### config.mk
export PLATFORM = sky130hd
export DESIGN_NAME = lane_budget_arbiter
export DESIGN_NICKNAME = d
export VERILOG_FILES = /design/src/rtl/lba_pkg.sv /design/src/rtl/lba_div.sv /design/src/rtl/lba_ctrl.sv /design/src/rtl/lba_dpath.sv /design/src/rtl/lane_budget_arbiter.sv
export SDC_FILE = /design/constraint.sdc
export NUM_CORES = 1
export LEC_CHECK = 0
export BUFFER_PORTS_ARGS = -buffer_cell sky130_fd_sc_hd__buf_2
export CAP_MARGIN = 30
export CORE_MARGIN = 3
export CORE_UTILIZATION = 25
export CTS_CLUSTER_DIAMETER = 150
export DETAILED_ROUTE_END_ITERATION = 7
export HOLD_SLACK_MARGIN = 0.03
export SYNTH_ARGS = -nofsm -noshare
export SYNTH_HDL_FRONTEND = slang
export SYNTH_SLANG_ARGS = --single-unit
### constraint.sdc
create_clock -name clk -period 9.5 [get_ports clk]
set_input_delay 1.425 -clock clk [delete_from_list [all_inputs] [get_ports clk]]
set_output_delay 1.425 -clock clk [all_outputs]
set_load 0.01 [all_outputs]
### src/rtl/lba_pkg.sv
package lba_pkg;
  localparam int MIN_BPP      = 18;
  localparam int BPP_STEP     = 6;
  localparam int MAX_LANES    = 4;
  localparam int NARROW_LANES = 2;

  typedef struct packed {
    logic loadReq;   // capture starting depth, clear flags
    logic divStart;  // launch lane-count division
    logic stepDown;  // lower depth and retry
    logic commit;    // register verdict and pulse done
  } lbaStrobe_t;

  typedef enum logic [1:0] {
    ST_IDLE, ST_LOAD, ST_RUN, ST_DECIDE
  } lbaState_t;
endpackage

### src/rtl/lba_div.sv
module lba_div #(
  parameter int NUM_W = 32,
  parameter int DEN_W = 28
) (
  input  logic             clk,
  input  logic             rst_n,
  input  logic             start,
  input  logic [NUM_W-1:0] num,
  input  logic [DEN_W-1:0] den,
  output logic [NUM_W-1:0] quot,
  output logic             divDone
);
  localparam int CNT_W = $clog2(NUM_W + 1);

  logic [NUM_W-1:0] quotR;
  logic [DEN_W-1:0] remR;
  logic [CNT_W-1:0] cnt;
  logic             doneR;
  logic [DEN_W:0]   remSh;
  logic [DEN_W:0]   remNext;
  logic             geBit;

  always_comb begin
    remSh   = {remR, quotR[NUM_W-1]};
    geBit   = (remSh >= {1'b0, den});
    remNext = geBit ? (remSh - {1'b0, den}) : remSh;
  end

  always_ff @(posedge clk or negedge rst_n) begin
    if (!rst_n) begin
      quotR <= '0;
      remR  <= '0;
      cnt   <= '0;
      doneR <= 1'b0;
    end else if (start) begin
      quotR <= num;
      remR  <= '0;
      cnt   <= CNT_W'(NUM_W);
      doneR <= 1'b0;
    end else if (cnt != '0) begin
      quotR <= {quotR[NUM_W-2:0], geBit};
      remR  <= remNext[DEN_W-1:0];
      cnt   <= cnt - 1'b1;
      doneR <= (cnt == CNT_W'(1));
    end else begin
      doneR <= 1'b0;
    end
  end

  assign quot    = quotR;
  assign divDone = doneR;

  a_r1_div_single_done: assert property (@(posedge clk) disable iff (!rst_n)
    doneR |=> !doneR);
endmodule

### src/rtl/lba_ctrl.sv
module lba_ctrl
  import lba_pkg::*;
(
  input  logic       clk,
  input  logic       rst_n,
  input  logic       start,
  input  logic       divDone,
  input  logic       fits,
  input  logic       canStep,
  output lbaStrobe_t stb
);
  lbaState_t state, stateNext;

  always_comb begin
    stb          = '0;
    stateNext    = state;
    case (state)
      ST_IDLE: if (start) begin
        stb.loadReq = 1'b1;
        stateNext   = ST_LOAD;
      end
      ST_LOAD: begin
        stb.divStart = 1'b1;
        stateNext    = ST_RUN;
      end
      ST_RUN: if (divDone) stateNext = ST_DECIDE;
      ST_DECIDE: begin
        if (!fits && canStep) begin
          stb.stepDown = 1'b1;
          stateNext    = ST_LOAD;
        end else begin
          stb.commit = 1'b1;
          stateNext  = ST_IDLE;
        end
      end
      default: stateNext = ST_IDLE;
    endcase
  end

  always_ff @(posedge clk or negedge rst_n) begin
    if (!rst_n) state <= ST_IDLE;
    else        state <= stateNext;
  end

  a_r10_one_strobe: assert property (@(posedge clk) disable iff (!rst_n)
    $onehot0(stb));
endmodule

### src/rtl/lba_dpath.sv
module lba_dpath
  import lba_pkg::*;
#(
  parameter int BPP_W  = 6,
  parameter int PCLK_W = 20,
  parameter int LBW_W  = 20
) (
  input  logic              clk,
  input  logic              rst_n,
  input  lbaStrobe_t        stb,
  input  logic [1:0]        pipeSel,
  input  logic [BPP_W-1:0]  bppIn,
  input  logic [PCLK_W-1:0] pixClk,
  input  logic [LBW_W-1:0]  linkBw,
  input  logic              threePipeMode,
  input  logic              narrowMode,
  input  logic              peerEnB,
  input  logic              peerEncB,
  input  logic [2:0]        peerLanesB,
  input  logic              peerEnC,
  input  logic              peerEncC,
  input  logic [2:0]        peerLanesC,
  input  logic              rxActiveB,
  input  logic              rxActiveC,
  output logic              divDone,
  output logic              fits,
  output logic              canStep,
  output logic              done,
  output logic              granted,
  output logic              failed,
  output logic              recompute,
  output logic              bwConstrained,
  output logic [BPP_W-1:0]  bppOut,
  output logic [2:0]        lanesOut,
  output logic              splitSel
);
  localparam int NUM_W = PCLK_W + BPP_W + 6;
  localparam int DEN_W = LBW_W + 8;

  logic [BPP_W-1:0] bppReg;
  logic             bwFlag;
  logic [NUM_W-1:0] numAdj, quot;
  logic [DEN_W-1:0] den;
  logic [2:0]       lanesSat, needB, needC;
  logic             doneQ, grantQ, failQ, recompQ, splitQ;
  logic [2:0]       lanesQ;

  assign den    = DEN_W'(linkBw) * DEN_W'(160);
  assign numAdj = NUM_W'(pixClk) * NUM_W'(bppReg) * NUM_W'(21) + NUM_W'(den) - NUM_W'(1);

  lba_div #(.NUM_W(NUM_W), .DEN_W(DEN_W)) u_div (
    .clk(clk), .rst_n(rst_n), .start(stb.divStart),
    .num(numAdj), .den(den), .quot(quot), .divDone(divDone)
  );

  assign lanesSat = (|quot[NUM_W-1:3]) ? 3'd7 : quot[2:0];
  assign needB    = (peerEnB && peerEncB) ? peerLanesB : 3'd0;
  assign needC    = (peerEnC && peerEncC) ? peerLanesC : 3'd0;
  assign canStep  = (bppReg > BPP_W'(MIN_BPP));

  always_comb begin
    if (lanesSat > 3'(MAX_LANES))  fits = 1'b0;
    else if (narrowMode)           fits = (lanesSat <= 3'(NARROW_LANES));
    else if (!threePipeMode)       fits = 1'b1;
    else begin
      case (pipeSel)
        2'd1:    fits = (lanesSat <= 3'(NARROW_LANES)) || (needC == 3'd0);
        2'd2:    fits = (lanesSat <= 3'(NARROW_LANES)) && (needB <= 3'(NARROW_LANES));
        default: fits = 1'b1;
      endcase
    end
  end

  always_ff @(posedge clk or negedge rst_n) begin
    if (!rst_n) begin
      bppReg <= '0;
      bwFlag <= 1'b0;
    end else if (stb.loadReq) begin
      bppReg <= bppIn;
      bwFlag <= 1'b0;
    end else if (stb.stepDown) begin
      bppReg <= bppReg - BPP_W'(BPP_STEP);
      bwFlag <= 1'b1;
    end
  end

  always_ff @(posedge clk or negedge rst_n) begin
    if (!rst_n) begin
      doneQ   <= 1'b0;
      grantQ  <= 1'b0;
      failQ   <= 1'b0;
      recompQ <= 1'b0;
      lanesQ  <= '0;
      splitQ  <= 1'b0;
    end else begin
      doneQ <= stb.commit;
      if (stb.commit) begin
        grantQ  <= fits;
        failQ   <= !fits;
        recompQ <= fits && bwFlag;
        lanesQ  <= lanesSat;
        if (fits && !rxActiveB && !rxActiveC) begin
          if (pipeSel == 2'd1)      splitQ <= (lanesSat <= 3'(NARROW_LANES));
          else if (pipeSel == 2'd2) splitQ <= 1'b1;
        end
      end
    end
  end

  assign done          = doneQ;
  assign granted       = grantQ;
  assign failed        = failQ;
  assign recompute     = recompQ;
  assign bwConstrained = bwFlag;
  assign bppOut        = bppReg;
  assign lanesOut      = lanesQ;
  assign splitSel      = splitQ;

  a_r2_no_wide_grant: assert property (@(posedge clk) disable iff (!rst_n)
    (stb.commit && lanesSat > 3'(MAX_LANES)) |=> !grantQ);
  a_r3_narrow_cap: assert property (@(posedge clk) disable iff (!rst_n)
    (stb.commit && narrowMode && lanesSat > 3'(NARROW_LANES)) |=> !grantQ);
  a_r7_step_size: assert property (@(posedge clk) disable iff (!rst_n)
    stb.stepDown |=> (bwFlag && bppReg == $past(bppReg) - BPP_W'(BPP_STEP)));
  a_r7_step_guard: assert property (@(posedge clk) disable iff (!rst_n)
    stb.stepDown |-> bppReg > BPP_W'(MIN_BPP));
  a_r8_fail_floor: assert property (@(posedge clk) disable iff (!rst_n)
    (doneQ && failQ) |-> bppReg <= BPP_W'(MIN_BPP));
  a_r9_split_frozen: assert property (@(posedge clk) disable iff (!rst_n)
    (rxActiveB || rxActiveC) |=> $stable(splitQ));
  a_r10_done_pulse: assert property (@(posedge clk) disable iff (!rst_n)
    doneQ |=> !doneQ);
endmodule

### src/rtl/lane_budget_arbiter.sv
module lane_budget_arbiter
  import lba_pkg::*;
#(
  parameter int BPP_W  = 6,
  parameter int PCLK_W = 20,
  parameter int LBW_W  = 20
) (
  input  logic              clk,
  input  logic              rst_n,
  input  logic              start,
  input  logic [1:0]        pipeSel,
  input  logic [BPP_W-1:0]  bppIn,
  input  logic [PCLK_W-1:0] pixClk,
  input  logic [LBW_W-1:0]  linkBw,
  input  logic              threePipeMode,
  input  logic              narrowMode,
  input  logic              peerEnB,
  input  logic              peerEncB,
  input  logic [2:0]        peerLanesB,
  input  logic              peerEnC,
  input  logic              peerEncC,
  input  logic [2:0]        peerLanesC,
  input  logic              rxActiveB,
  input  logic              rxActiveC,
  output logic              done,
  output logic              granted,
  output logic              failed,
  output logic              recompute,
  output logic              bwConstrained,
  output logic [BPP_W-1:0]  bppOut,
  output logic [2:0]        lanesOut,
  output logic              splitSel
);
  lbaStrobe_t stb;
  logic divDone, fits, canStep;

  lba_ctrl u_ctrl (
    .clk(clk), .rst_n(rst_n), .start(start),
    .divDone(divDone), .fits(fits), .canStep(canStep), .stb(stb)
  );

  lba_dpath #(.BPP_W(BPP_W), .PCLK_W(PCLK_W), .LBW_W(LBW_W)) u_dpath (
    .clk(clk), .rst_n(rst_n), .stb(stb), .pipeSel(pipeSel), .bppIn(bppIn),
    .pixClk(pixClk), .linkBw(linkBw), .threePipeMode(threePipeMode),
    .narrowMode(narrowMode), .peerEnB(peerEnB), .peerEncB(peerEncB),
    .peerLanesB(peerLanesB), .peerEnC(peerEnC), .peerEncC(peerEncC),
    .peerLanesC(peerLanesC), .rxActiveB(rxActiveB), .rxActiveC(rxActiveC),
    .divDone(divDone), .fits(fits), .canStep(canStep), .done(done),
    .granted(granted), .failed(failed), .recompute(recompute),
    .bwConstrained(bwConstrained), .bppOut(bppOut), .lanesOut(lanesOut),
    .splitSel(splitSel)
  );
endmodule

==> run summary <==
Primary FF master, synth: dfrtp_1
Drt drc: 0
Vias per inst: 4.66
Asr flop ratio synth: 100%
Post-synth cell types: 73
Max Cap Viol: 0
Ports: 80
Post-layout net count: 2007
Initial Utilization: 25.4%
Post-synthesis sequential area ratio: 15.3%
Seq cells post-synth: 84
Routed vias: 10838
Hold WS: 0.510 ns
Max layer used: met4
Final setup viols: 0
R2R Setup Slk: 0.84 ns
Critical path class: input pin to flip-flop
CP max stage delay: 0.55 ns
Die W: 240 µm
Number of flops mapped to enable cells by yosys: 0
Vias in the first global route: 10797
WL met3: 536 µm
Number of antenna violations at the first check in global routing: 0
Min Tclk post-route: 8.98 ns
Reg clk slew, reported paths: 0.07 ns
First-pass GRT wire length: 53000 µm
Met1 WL: 13700 µm
Final Core Density: 28.1%
Postcts setup bufs: 0
Clk_lat worst skew: 0.36 ns
Synth-to-Final Area Change: 10.6%
Routed wire length: 31400 µm
Dpl hpwl: 25800 µm
Nature of the critical path endpoint: flip-flop
Core footprint: 54000 µm²
Gr usage total: 11.1%
Arrival time at the worst endpoint: 9.20 ns
Number of core rows: 85
Fmax: 0.111 GHz
Clk buf depth: 2
Worst min path class: flip-flop to flip-flop
Clock Tree Root: clkbuf_16
Critical path required time: 9.72 ns
CTS tree: yes
Worst Path Max Fanout: 6
Syn_area_per_cell: 8.75 µm²
Final worst setup slack: 0.516 ns
Clock skew: 0.00782 ns
Layout cells sized above 1: 7.48%
Largest net degree at the start of global routing: 78
Remaining antenna violation count: 0
Diodes inserted: 0
GPL Wtd Cong: 0.873
IO Port Bufs: 79
Period utilisation layout: 94.6%
Congestion Overflow GR: 0
Setup TNS: 0 ns
Worst relative slew slack: 41.4%
Met2 WL: 16400 µm
Place WS: 0.0858 ns
Startpoint types: input pin
Sink Count: 84
Post-synthesis net count: 1948
RSZ-0062 raised after global routing: false
H-tree levels: 3
Slowest-stage cell, CP: fa_1
Synth Warn #: 0
Die height: 240 µm
DR iter-0 viols: 481
Final Slew Violations: 0
Die ar.: 57700 µm²
CP dominant cell by count: fa_1
Synth Instances: 1567
Hold Fails Final Rpt: 0
Num CTS Buffers: 9
Status: completed
Mapped Area: 13700 µm²
TritonRoute pass-1 iters: 5
Slew @ Worst Pin: 0.856 ns
DR WL/cell: 13.5 µm
## flip-flops by register name (all words and copies together), names as in the netlist
register               cells
u_dpath.u_div.cnt          6
u_dpath.bwConstrained      1
u_dpath.lanesOut           3
u_dpath.bppOut             6
u_dpath.granted            1
u_dpath.recompute          1
u_dpath.done               1
u_dpath.u_div.divDone      1
u_dpath.u_div.quot        32
u_dpath.splitSel           1
u_dpath.failed             1
u_dpath.u_div.remR        28
u_ctrl.state               2
## worst paths after layout
check                                               from                            endpoint  depth (start not counted)
max in group asynchronous                          rst_n        u_dpath.splitSel$_DFFE_PN0P_                          3
setup reg to reg           u_dpath.bppOut[3]$_DFFE_PN0N_  u_dpath.u_div.quot[29]$_DFFE_PN0P_                         30
min in group asynchronous                          rst_n  u_dpath.u_div.remR[15]$_DFFE_PN0P_                          1
setup / recovery                               pixClk[6]  u_dpath.u_div.quot[29]$_DFFE_PN0P_                         31
hold reg to reg               u_dpath.failed$_DFFE_PN0P_          u_dpath.failed$_DFFE_PN0P_                          1
hold / removal                u_dpath.failed$_DFFE_PN0P_          u_dpath.failed$_DFFE_PN0P_                          1
## kinds of logic (layout without fill, tap and decap cells)
logic type | after synthesis | in the layout | share of synthesized area, %
xor gates and xnor gates | 84 | 84 | 5.36
AOI/OAI and AO/OA | 326 | 326 | 15.4
buffers and inverters | 296 | 360 | 8.71
and+or+nand+nor | 439 | 439 | 16.8
DFF | 84 | 84 | 15.3
muxes | 22 | 22 | 1.61
adders and majority gates | 316 | 316 | 36.8
## cell type report
cell class | count | area (µm²)
clock buffer | 12 | 246
clock inverter | 4 | 48.8
timing repair buffer | 92 | 515
inverter | 252 | 951
tap | 696 | 871
fill | 5789 | 38900
sequential | 84 | 2100
multi-input combinational | 1187 | 10400
## per-stage QoR
step	instance area (µm²)	instances
after global routing	15200	2327
after detailed placement	14800	2310
after floorplan	13700	1567
after CTS	15100	2326
after global placement	14800	2310
final	15200	2327
## synthesized netlist by cell type, types with 4 or more instances
cell type | count | area, µm²
and2_1 | 123 | 769
dfrtp_1 | 84 | 2100
or3_1 | 7 | 43.8
nor2b_1 | 15 | 93.8
a21oi_1 | 98 | 490
clkbuf_1 | 36 | 135
and3_1 | 8 | 50.1
o211ai_1 | 11 | 82.6
o21bai_1 | 10 | 75.1
o21ai_0 | 60 | 300
nand2b_1 | 13 | 81.3
fa_1 | 146 | 2920
nand3b_1 | 8 | 60.1
inv_1 | 251 | 942
nand3_1 | 17 | 85.1
nand4_1 | 5 | 31.3
o31ai_1 | 6 | 45.0
mux2i_1 | 21 | 210
o21a_1 | 18 | 135
or2_2 | 4 | 25.0
xor2_1 | 34 | 298
nor2_1 | 77 | 289
nor3_1 | 17 | 85.1
a21o_1 | 30 | 225
o21ai_1 | 5 | 25.0
nand4b_1 | 5 | 43.8
clkbuf_8 | 4 | 55.1
nand2_1 | 112 | 420
xnor2_1 | 50 | 438
a31oi_1 | 12 | 75.1
ha_1 | 170 | 2130
nor4_1 | 10 | 62.6
a311oi_1 | 15 | 131
a211oi_1 | 19 | 143
## what timing repair did
item	CTS	global route
hold buffers	0	0
gates resized for setup	0	2
setup endpoints to repair	0	3
## routing by layer
metal	global-route usage (%)	vias to the layer above
li1	-	5343
met1	13.9	5351
met2	20.0	111
met3	0.998	33
met4	3.95	0
met5	0	-
## worst max-delay path, delay by kind of cell
kind / cells / cell delay, ns
adder cells (fa/ha/maj): 9 / 4.14
AO/OA/AOI/OAI: 10 / 2.08
AND/OR/NAND/NOR: 6 / 0.84
XOR/XNOR: 1 / 0.40
buffers and inverters: 5 / 0.32
## placed cells by master (no fill, tap or decap), drive strengths merged, types with 18 or more instances in the layout
cell type / count
a211oi: 19
a21o: 30
a21oi: 98
and2: 124
buf: 92
dfrtp: 84
fa: 146
ha: 170
inv: 252
mux2i: 21
nand2: 112
nor2: 77
o21a: 18
o21ai: 66
xnor2: 50
xor2: 34
Power is not shown: default switching activity piles up to over one toggle a cycle in this logic, so the estimate is an artifact.
